==> src/rtl/bridge_seq.sv <==
module bridge_seq #(
  parameter int          HOLD_CYCLES = 32,
  parameter int          ACK_WAIT    = 250,
  parameter logic [31:0] ID_VALUE    = 32'h6272_6467
) (
  input  logic        clk,
  input  logic        rst_n,
  input  logic        island_up,
  input  logic        req_enable,
  input  logic        req_disable,
  input  logic        req_reset,
  input  logic        mst_ack,
  input  logic        slv_ack,
  output logic        clk_en_o,
  output logic        blk_rst_n_o,
  output logic        mst_stop_o,
  output logic        slv_stop_o,
  output logic        busy_o,
  output logic        done_o,
  output logic        err_o,
  output logic        rst_status_o,
  output logic [31:0] id_o
);
  localparam int CMAX = (HOLD_CYCLES > ACK_WAIT) ? HOLD_CYCLES : ACK_WAIT;
  localparam int CW   = $clog2(CMAX + 1);

  typedef enum logic [3:0] {
    S_IDLE, S_HOLD, S_REL, S_CLKON, S_MGO, S_MWAIT, S_SWAIT, S_MUNDO,
    S_DSWAIT, S_DMWAIT, S_DSUNDO, S_DFIN, S_RESTART
  } st_t;

  st_t           st;
  logic [CW-1:0] cnt;
  logic          again;

  wire hold_end = (cnt == CW'(HOLD_CYCLES - 1));
  wire tmo      = (cnt == CW'(ACK_WAIT - 1));

  assign busy_o       = (st != S_IDLE);
  assign rst_status_o = ~blk_rst_n_o;
  assign id_o         = ID_VALUE;

  always_ff @(posedge clk or negedge rst_n) begin
    if (!rst_n) begin
      st          <= S_IDLE;
      cnt         <= '0;
      again       <= 1'b0;
      clk_en_o    <= 1'b0;
      blk_rst_n_o <= 1'b0;
      mst_stop_o  <= 1'b1;
      slv_stop_o  <= 1'b1;
      done_o      <= 1'b0;
      err_o       <= 1'b0;
    end else begin
      done_o <= 1'b0;
      err_o  <= 1'b0;
      unique case (st)
        S_IDLE: begin
          cnt   <= '0;
          again <= 1'b0;
          if (req_reset) begin
            if (island_up) begin
              again      <= 1'b1;
              slv_stop_o <= 1'b1;
              st         <= S_DSWAIT;
            end else begin
              err_o <= 1'b1;
            end
          end else if (req_disable) begin
            slv_stop_o <= 1'b1;
            st         <= S_DSWAIT;
          end else if (req_enable) begin
            clk_en_o <= 1'b1;
            st       <= S_HOLD;
          end
        end
        S_HOLD: begin
          if (hold_end) begin
            clk_en_o <= 1'b0;
            st       <= S_REL;
          end else begin
            cnt <= cnt + 1'b1;
          end
        end
        S_REL: begin
          blk_rst_n_o <= 1'b1;
          st          <= S_CLKON;
        end
        S_CLKON: begin
          clk_en_o <= 1'b1;
          st       <= S_MGO;
        end
        S_MGO: begin
          mst_stop_o <= 1'b0;
          cnt        <= '0;
          st         <= S_MWAIT;
        end
        S_MWAIT: begin
          if (!mst_ack) begin
            slv_stop_o <= 1'b0;
            cnt        <= '0;
            st         <= S_SWAIT;
          end else if (tmo) begin
            clk_en_o    <= 1'b0;
            blk_rst_n_o <= 1'b0;
            err_o       <= 1'b1;
            st          <= S_IDLE;
          end else begin
            cnt <= cnt + 1'b1;
          end
        end
        S_SWAIT: begin
          if (!slv_ack) begin
            done_o <= 1'b1;
            st     <= S_IDLE;
          end else if (tmo) begin
            mst_stop_o <= 1'b1;
            cnt        <= '0;
            st         <= S_MUNDO;
          end else begin
            cnt <= cnt + 1'b1;
          end
        end
        S_MUNDO: begin
          if (mst_ack || tmo) begin
            clk_en_o    <= 1'b0;
            blk_rst_n_o <= 1'b0;
            err_o       <= 1'b1;
            st          <= S_IDLE;
          end else begin
            cnt <= cnt + 1'b1;
          end
        end
        S_DSWAIT: begin
          if (slv_ack) begin
            mst_stop_o <= 1'b1;
            cnt        <= '0;
            st         <= S_DMWAIT;
          end else if (tmo) begin
            err_o <= 1'b1;
            st    <= S_IDLE;
          end else begin
            cnt <= cnt + 1'b1;
          end
        end
        S_DMWAIT: begin
          if (mst_ack) begin
            clk_en_o <= 1'b0;
            st       <= S_DFIN;
          end else if (tmo) begin
            slv_stop_o <= 1'b0;
            cnt        <= '0;
            st         <= S_DSUNDO;
          end else begin
            cnt <= cnt + 1'b1;
          end
        end
        S_DSUNDO: begin
          if (!slv_ack || tmo) begin
            err_o <= 1'b1;
            st    <= S_IDLE;
          end else begin
            cnt <= cnt + 1'b1;
          end
        end
        S_DFIN: begin
          blk_rst_n_o <= 1'b0;
          if (again) begin
            st <= S_RESTART;
          end else begin
            done_o <= 1'b1;
            st     <= S_IDLE;
          end
        end
        S_RESTART: begin
          clk_en_o <= 1'b1;
          cnt      <= '0;
          st       <= S_HOLD;
        end
        default: st <= S_IDLE;
      endcase
    end
  end


  mst_start_live_chk: assert property (@(posedge clk) disable iff (!rst_n)
    $fell(mst_stop_o) |-> (clk_en_o && blk_rst_n_o));


  rel_gated_chk: assert property (@(posedge clk) disable iff (!rst_n)
    $rose(blk_rst_n_o) |-> !clk_en_o);


  rst_gated_chk: assert property (@(posedge clk) disable iff (!rst_n)
    $fell(blk_rst_n_o) |-> !clk_en_o);


  island_refuse_chk: assert property (@(posedge clk) disable iff (!rst_n)
    (!busy_o && req_reset && !island_up) |=>
      (err_o && !busy_o && $stable(clk_en_o) && $stable(blk_rst_n_o)));


  result_excl_chk: assert property (@(posedge clk) disable iff (!rst_n)
    $onehot0({done_o, err_o}));


  result_idle_chk: assert property (@(posedge clk) disable iff (!rst_n)
    (done_o || err_o) |-> !busy_o);
endmodule

==> config.mk <==
export PLATFORM = sky130hd
export DESIGN_NAME = bridge_seq
export DESIGN_NICKNAME = d
export VERILOG_FILES = /design/src/rtl/bridge_seq.sv
export SDC_FILE = /design/constraint.sdc
export NUM_CORES = 1
export LEC_CHECK = 0
export ABC_CLOCK_PERIOD_IN_PS = 6400
export BUFFER_PORTS_ARGS = -buffer_cell sky130_fd_sc_hd__buf_2
export CORE_ASPECT_RATIO = 0.9
export CORE_MARGIN = 2
export CORE_UTILIZATION = 58
export CTS_CLUSTER_DIAMETER = 120
export CTS_CLUSTER_SIZE = 20
export DETAILED_ROUTE_END_ITERATION = 6
export PLACE_DENSITY = 0.83
export SETUP_SLACK_MARGIN = 0.05
export SYNTH_ARGS = -nofsm -noshare
export SYNTH_HDL_FRONTEND = slang
export SYNTH_SLANG_ARGS = --single-unit
==> constraint.sdc <==
create_clock -name clk -period 6.4 [get_ports clk]
set_clock_uncertainty 0.1 [all_clocks]
set_input_delay 0.64 -clock clk [delete_from_list [all_inputs] [get_ports clk]]
set_output_delay 0.64 -clock clk [all_outputs]
set_load 0.01 [all_outputs]
# Word-level counts from Yosys, hierarchy flattened

Index checks and enable logic that the tools add are counted.

Reductions and logical operators: 18
$lt $le $gt $ge: 0
Shifts and indexed selects: 0
Bitwise gates (word level): 1
$mul: 0
Div/mod/pow operators: 0
Eq/ne operators: 37
Muxes and demuxes: 59
$add $sub $neg: 1

Operator list:

| operator              | number |
|---|---|
| $mux W8               | 9 |
| $pmux W8 S8           | 1 |
| $mux W4               | 15 |
| $pmux W4 S13          | 1 |
| $ne A2 B2 Y1 const B  | 18 |
| $mux W1               | 27 |
| $eq A4 B4 Y1 const B  | 5 |
| $eq A4 B3 Y1 const B  | 4 |
| $ne A3 B3 Y1 const B  | 4 |
| $reduce_and A6 Y1     | 2 |
| $reduce_and A9 Y1     | 1 |
| $add A8 B1 Y8 const B | 1 |
| $eq A4 B2 Y1 const B  | 2 |
| $eq A8 B5 Y1 const B  | 1 |
| $eq A8 B8 Y1 const B  | 1 |
| $reduce_and A4 Y1     | 2 |
| $reduce_bool A4 Y1    | 2 |
| $reduce_bool A8 Y1    | 1 |
| $reduce_and A7 Y1     | 1 |
| $pmux W1 S3           | 2 |
| $pmux W1 S6           | 1 |
| $reduce_bool A3 Y1    | 2 |
| $reduce_bool A6 Y1    | 1 |
| $pmux W1 S5           | 1 |
| 10 further kinds      | 11 |

Input port bits: 8
Bits in registers: 19
RAM bits: 0
Bits in read-only memories: 0
Memories kept: 0
Bits in latches: 0
Output and inout port bits: 40
Word-level logic and storage cells: 125

# Logic depth before layout (Yosys ltp)

Gate-level depths: netlist of the first run.

Depth in word-level cells: 4
Mapped depth: 11
Gate-level depth less buffers: 10

# Least setup slack after synthesis of the first run

No wires, ideal clock.

Path kind: reg2reg
Start point: register cnt[0]
End point: register cnt[0]
Stages on the path, launching flop included: 11
Setup time: 128 ps
Slack: 4090 ps
Buffers on the path: 1
Arrival time: 2082 ps
Required time: 6172 ps
Period minus slack after synthesis: 2310 ps
Cell sequence: dfrtp_1 > ha_1 > and3_1 > and2_1 > clkbuf_1 > inv_1 > ha_1 > and3_1 > o21ai_0 > nand4b_1 > mux2_1

Cells in the longest elaborated chain, start to end: 4
Elaborated cells on any way between the ends: 19
Classes of those cells: 1 x add/sub; 5 x eq/ne; 10 x mux; 3 x reduce/logical

RTL lines:

| element                                                 | line     | text |
|---|---|---|
| from (decl)                                             | 33       | `logic [CW-1:0] cnt;` |
| from (signal assigned)                                  | 82       | `cnt <= cnt + 1'b1;` |
| from (signal assigned)                                  | 109      | `cnt <= cnt + 1'b1;` |
| from (signal assigned)                                  | 121      | `cnt <= cnt + 1'b1;` |
| $add A8 B1 Y8 / $eq A8 B8 Y1 (equally long branches)    | -        |  |
| $mux W8, or another cell as far along                   | 116, 150 |  |
| $mux W8, or another cell as far along                   | 147      | `if (mst_ack) begin` |
| $pmux W8 S8 / $reduce_and A6 Y1 (equally long branches) | -        |  |

Parallel ways exist; a longest one is shown, timed or not. The select of a mux whose other input is x is not followed.
A chain may end at the register's enable or synchronous reset.

# Worst setup path in the final report of the first run

Start point: register st[3]
End point: register cnt[0]

Cells in the longest elaborated chain, start to end: 4
Elaborated cells on any way between the ends: 19
Classes of those cells: 14 x eq/ne; 1 x mux; 4 x reduce/logical

RTL lines:

| element                                    | line | text |
|---|---|---|
| from (decl)                                | 32   | `st_t st;` |
| from (signal assigned)                     | 45   | `st <= S_IDLE;` |
| from (signal assigned)                     | 65   | `st <= S_DSWAIT;` |
| from (signal assigned)                     | 71   | `st <= S_DSWAIT;` |
| $eq A4 B4 Y1, or another cell as far along | 57   | `unique case (st)` |
| $reduce_or A3 Y1 (no source line)          | -    |  |
| $reduce_bool A8 Y1 (no source line)        | -    |  |
| $reduce_and A6 Y1 (no source line)         | -    |  |

Parallel ways exist; a longest one is shown, timed or not.

==> impl_metrics.tcl, run 1 <==
set metrics [dict create \
    grt_max_degree 40 \
    synth_cell_types 57 \
    crit_chain "nor2b_1 -> a32oi_1 -> a21boi_2 -> or2_4 -> mux2_1" \
    die_width_um 64.9 \
    clock.fmax_mhz 371 \
    ys.flop_type "dfrtp_1" \
    post-route-drc-count 0 \
    ff2ff_path_depth 5 \
    antenna_found_initial 0 \
    crit_required_ps 6450 \
    worstSetupStartpoint "st[3]$_DFFE_PN0P_" \
    avgSynthCellArea_um2 7.87 \
    relSlewSlack_pct 27.1 \
    fill_cells 304 \
    critical_path.startpoint_type "flop" \
    clockBufferDepth 2 \
    place_area_um2 1850 \
    rsz0062_at_grt "no" \
    cp_num_cells 5 \
    p_leak_nw 0.851 \
    drt_iter0_drc 78 \
    cts-htree-levels 1 \
    vias_per_cell 5.92 \
    cts-buffers-inserted 3 \
    p_per_area_nw_per_um2 451 \
    drive_gt1_share_pct 12.1 \
    slew_violations 0 \
    num_vias 1712 \
    post_cts_buffers 0 \
    ant_nets 0 \
    final_cell_area_um2 1890 \
    hpwl_um 2810 \
    synth_area_leaders "dfrtp_1, buf_4, a21oi_1" \
    seq_area_um2 478 \
    syn_area_um2 1940 \
    status "complete, no violations" \
    cts-hold-fix-buffers 0 \
    wire_per_inst_um 14.1 \
    io_pins 48 \
    synth_common_cells "buf_4, nand2_1, a21oi_1, dfrtp_1, nor2_1" \
    root_buffer "clkbuf_8" \
    initial_core_util_pct 62.2 \
    synth_seq_cells 19 \
    nNetsFinal 259 \
    fin_crit_sh_pct 42.1 \
    hold_path.class "in2async" \
    diodes 0 \
    die_h_um 58.8 \
    worst-path-buf-inv 0 \
    area_delta_synth_final_pct -2.20 \
    r2r-end "cnt[0]$_DFFE_PN0P_" \
    vdd_drop_max_mv 0.267 \
    crit_slowest_cell "dfrtp_1" \
    tightest_slew_ps 1090 \
    rows 19 \
    finalSetupViolCount 0 \
    wirelength_um 4060 \
    cap_violations 0 \
    coreArea_um2 3110 \
    post-synth-top-area-cell "dfrtp_1" \
    clkSinkCount 19 \
    synth_warnings 0 \
    async_flop_share_pct 100 \
    regToRegSetupSlack_ps 3700 \
    finalSetupTns_ps 0 \
    grt_pass1_wl_um 6950 \
    cts_tree "yes" \
    slowest_delay_ps 850 \
    r2r-start "st[3]$_DFFE_PN0P_" \
    drtPass1Iterations 5 \
    dieArea_um2 3820 \
    grt.overflow.total 0 \
    synth-seq-area-share_pct 24.7 \
    holdWs_ps 216 \
    critical_path.max_fanout 27 \
    port_buffers 15 \
    synth_cells 246 \
    hold_viol_final 0 \
    fin_util_pct 60.8 \
    crit_end "cnt[0]$_DFFE_PN0P_" \
    synth-edff-count 0 \
    path_delay_family "flip-flops" \
    yosysTopAreaCellShare_pct 22.0 \
    critPathCaptureType "flop" \
    path_clk_slew_ps 70 \
    gp_congestion 0.879 \
    power.total_w 0.000854 \
    cts_resized 0 \
    yosysMostFrequentCell "buf_4" \
    multiInputGateArea_um2 1200 \
    grt_pass1_vias 1452 \
    criticalPathCategory "reg2reg" \
    worstPathArrival_ps 2740 \
    worst_skew_pair.late_latency_ps 260 \
    fin_crit_ps 2700 \
    grt.total_usage_pct 23.4 \
]
## placed cells by master (no fill, tap or decap), types with 4 or more instances in the layout
| cell | Yosys | final |
|---|---|---|
| conb_1 | 2 | 32 |
| o22ai_1 | 4 | 4 |
| a211o_1 | 5 | 5 |
| nor2b_1 | 6 | 6 |
| dfrtp_1 | 17 | 17 |
| a21oi_1 | 17 | 17 |
| nand3_1 | 8 | 8 |
| a22o_1 | 5 | 5 |
| nor2_1 | 17 | 17 |
| buf_2 | 7 | 15 |
| o21ai_0 | 11 | 11 |
| nand2_1 | 19 | 19 |
| nor3_1 | 4 | 4 |
| inv_1 | 12 | 12 |
## sequential cells by signal, indices dropped and copies added (netlist names)
register	cells
cnt	8
again	1
err_o	1
slv_stop_o	1
blk_rst_n_o	1
clk_en_o	1
done_o	1
st	4
mst_stop_o	1
## kinds of logic after synthesis
group | count (synthesis) | share of synthesized area [%]
xor+xnor | 1 | 0.452
compound gates | 76 | 28.5
other cells | 2 | 0.388
mux | 4 | 2.20
simple gates | 81 | 22.6
flops | 19 | 24.7
buf+inv | 60 | 19.3
fa+ha+maj | 3 | 1.94
## per-stage QoR
stage                     cells  worst slack [ps]
final                       289              3700
after global routing        289              3570
after CTS                   289              3770
after detailed placement    285              3810
after global placement      285              3790
after floorplan             276              4090
## worst reg2reg max path, cell delays in order, from the launching register on
cell and delay [ps]:
dfrtp_1 850, nor2b_1 410, a32oi_1 190, a21boi_2 510
or2_4 230, mux2_1 310
## how the worst min path moves through the flow
stage / end / slack [ps]
after floorplan: again$_DFFE_PN0P_ / 240
after global placement: mst_stop_o$_DFFE_PN1P_ / 350
after detailed placement: mst_stop_o$_DFFE_PN1P_ / 360
after CTS: blk_rst_n_o$_DFFE_PN0P_ / 220
after global routing: err_o$_DFF_PN0_ / 240
final: blk_rst_n_o$_DFFE_PN0P_ / 220
## power by group
part	switching, W	internal [W]
registers	0.000123	0.000165
clock network	0.0000425	0.0000444
logic	0.000254	0.000225
total	0.000420	0.000434
## layer usage
layer / global-route usage (%) / vias up / part of all wire (%)
met2: 32.8 / 113 / 42
met4: 8.51 / 0 / 1.6
li1: - / 824 / -
met5: 0 / - / 0
met3: 3.82 / 9 / 11
met1: 35.9 / 766 / 45
## cell type report
type,count,area share [%]
repair buffers,15,3.96
well taps,42,2.77
inverters,12,2.38
flip-flops and latches,19,25.2
multi-input cells,197,63.3
clock buffers,4,2.38
(Power assumes the default switching activity.)
==> run 2: changes to the inputs <==
- ABC_CLOCK_PERIOD_IN_PS: 6400 -> 2700
- CORE_UTILIZATION: 58 -> 54
- PLACE_DENSITY: 0.83 -> 0.78
- clock period: 6.4 -> 2.7 ns (I/O delays scaled with it)
==> impl_metrics.tcl, run 2 (synthesized netlist as in run 1, its figures left out) <==
set metrics [dict create \
    initial_core_util_pct 56.9 \
    diodes 0 \
    status "complete, no violations" \
    critPathCaptureType "flop" \
    port_buffers 15 \
    final_cell_area_um2 1960 \
    cts_tree "yes" \
    cts-buffers-inserted 3 \
    worst_skew_pair.late_latency_ps 250 \
    critical_path.startpoint_type "flop" \
    hold_path.class "in2reg" \
    largest_reg_flops 8 \
    sequentialPowerShare_pct 25.7 \
    top_register "cnt" \
    clockBufferDepth 2 \
    rsz0062_at_grt "no" \
    holdWs_ps 210 \
    cap_violations 0 \
    crit_required_ps 2740 \
    finalSetupViolCount 0 \
    cts-htree-levels 1 \
    grt_pass1_vias 1463 \
    grt.total_usage_pct 22.3 \
    final_common_cell "conb_1" \
    num_vias 1726 \
    post_cts_buffers 0 \
    switching_share_pct 48.2 \
    hold_viol_final 0 \
    wirelength_um 4170 \
    io_pins 48 \
    combPwrFrac_pct 64.8 \
    drt_iter0_drc 164 \
    grt_pass1_wl_um 7010 \
    post-route-drc-count 0 \
    p_leak_nw 0.890 \
    grt.overflow.total 0 \
    reg_top3 "cnt x8, st x4" \
    relSlewSlack_pct 63.9 \
    fin_crit_sh_pct 90.3 \
    nNetsFinal 267 \
    dieArea_um2 4080 \
    gp_congestion 0.892 \
    tightest_slew_ps 528 \
    criticalPathCategory "reg2reg" \
    p_sw_w 0.00100 \
    worstPathArrival_ps 2480 \
    clock.fmax_mhz 410 \
    grt_max_degree 39 \
    area_delta_synth_final_pct 1.16 \
    p_per_area_nw_per_um2 1060 \
    power.internal_w 0.00108 \
    hpwl_um 3100 \
    critical_path.max_fanout 18 \
    ant_nets 0 \
    final_cell_mix "conb_1, nand2_1, nor2_1, a21oi_1, dfrtp_1" \
    fin_crit_ps 2440 \
    vias_per_cell 5.77 \
    die_width_um 67.1 \
    vdd_drop_max_mv 0.667 \
    finalSetupTns_ps 0 \
    clkSinkCount 19 \
    rows 20 \
    root_buffer "clkbuf_8" \
    antenna_found_initial 0 \
    die_h_um 60.8 \
    place_area_um2 1900 \
    drtPass1Iterations 4 \
    wire_per_inst_um 13.9 \
    power.total_w 0.00208 \
    power_frac_clock_pct 9.5 \
    slew_violations 0 \
    coreArea_um2 3400 \
    path_clk_slew_ps 70 \
    drive_gt1_share_pct 14.5 \
]
-- run 2: worst paths after layout --
path | slack, ps | from | to | cells after the start
setup / recovery | 260 | st[3]$_DFFE_PN0P_ | cnt[0]$_DFFE_PN0P_ | 5
hold / removal | 210 | island_up | again$_DFFE_PN0P_ | 3
setup reg to reg | 260 | st[3]$_DFFE_PN0P_ | cnt[0]$_DFFE_PN0P_ | 5
hold reg to reg | 370 | mst_stop_o$_DFFE_PN1P_ | mst_stop_o$_DFFE_PN1P_ | 2
max in group asynchronous | 1790 | rst_n | slv_stop_o$_DFFE_PN1P_ | 2
min in group asynchronous | 380 | rst_n | blk_rst_n_o$_DFFE_PN0P_ | 2
-- run 2: through the flow --
| stage | utilization (%) | setup slack, ps | cells |
|---|---|---|---|
| CTS | 57.6 | 312 | 299 |
| finish | 57.6 | 261 | 299 |
| global placement | 56.0 | 317 | 294 |
| detailed placement | 56.0 | 339 | 294 |
| global route | 57.6 | 131 | 299 |
| floorplan | - | 390 | 276 |
-- run 2: timing repair --
item / in CTS / in global routing
endpoints found under the hold margin: 17 / 0
resized for setup: 0 / 0
setup endpoints to repair: 0 / 0
hold buffers: 1 / 0
-- run 2: critical path, stage by stage (launching register included) --
cell	delay (ps)
dfrtp_1	650
nor2b_1	370
a32oi_1	180
a21boi_2	480
or2_4	230
mux2_1	310
-- run 2: power groups by stage --
stage / Sequential [W] / Clock (W) / Combinational, W
finish: 0.000536 / 0.000198 / 0.00135
global placement: 0.000534 / 0 / 0.00131
global route: 0.000556 / 0.000216 / 0.00151
CTS: 0.000531 / 0.000205 / 0.00134
floorplan: 0.000491 / 0 / 0.00115
detailed placement: 0.000537 / 0 / 0.00133
-- run 2: final cells by class --
cell class / count / area, µm²
fillers: 327 / 1440
multi-input cells: 197 / 1200
flip-flops and latches: 19 / 478
repair buffers: 23 / 138
well taps: 44 / 55.1
clock buffers: 4 / 45.0
inverters: 12 / 45.0
-- run 2: per-layer routing --
metal  GRT usage (%)  routed length (µm)  vias up
li1                -                   -      839
met1            34.0                1970      797
met2            32.2                1800       84
met3            3.53                 359        6
met4            6.71                  38        0
met5               0                   0        -
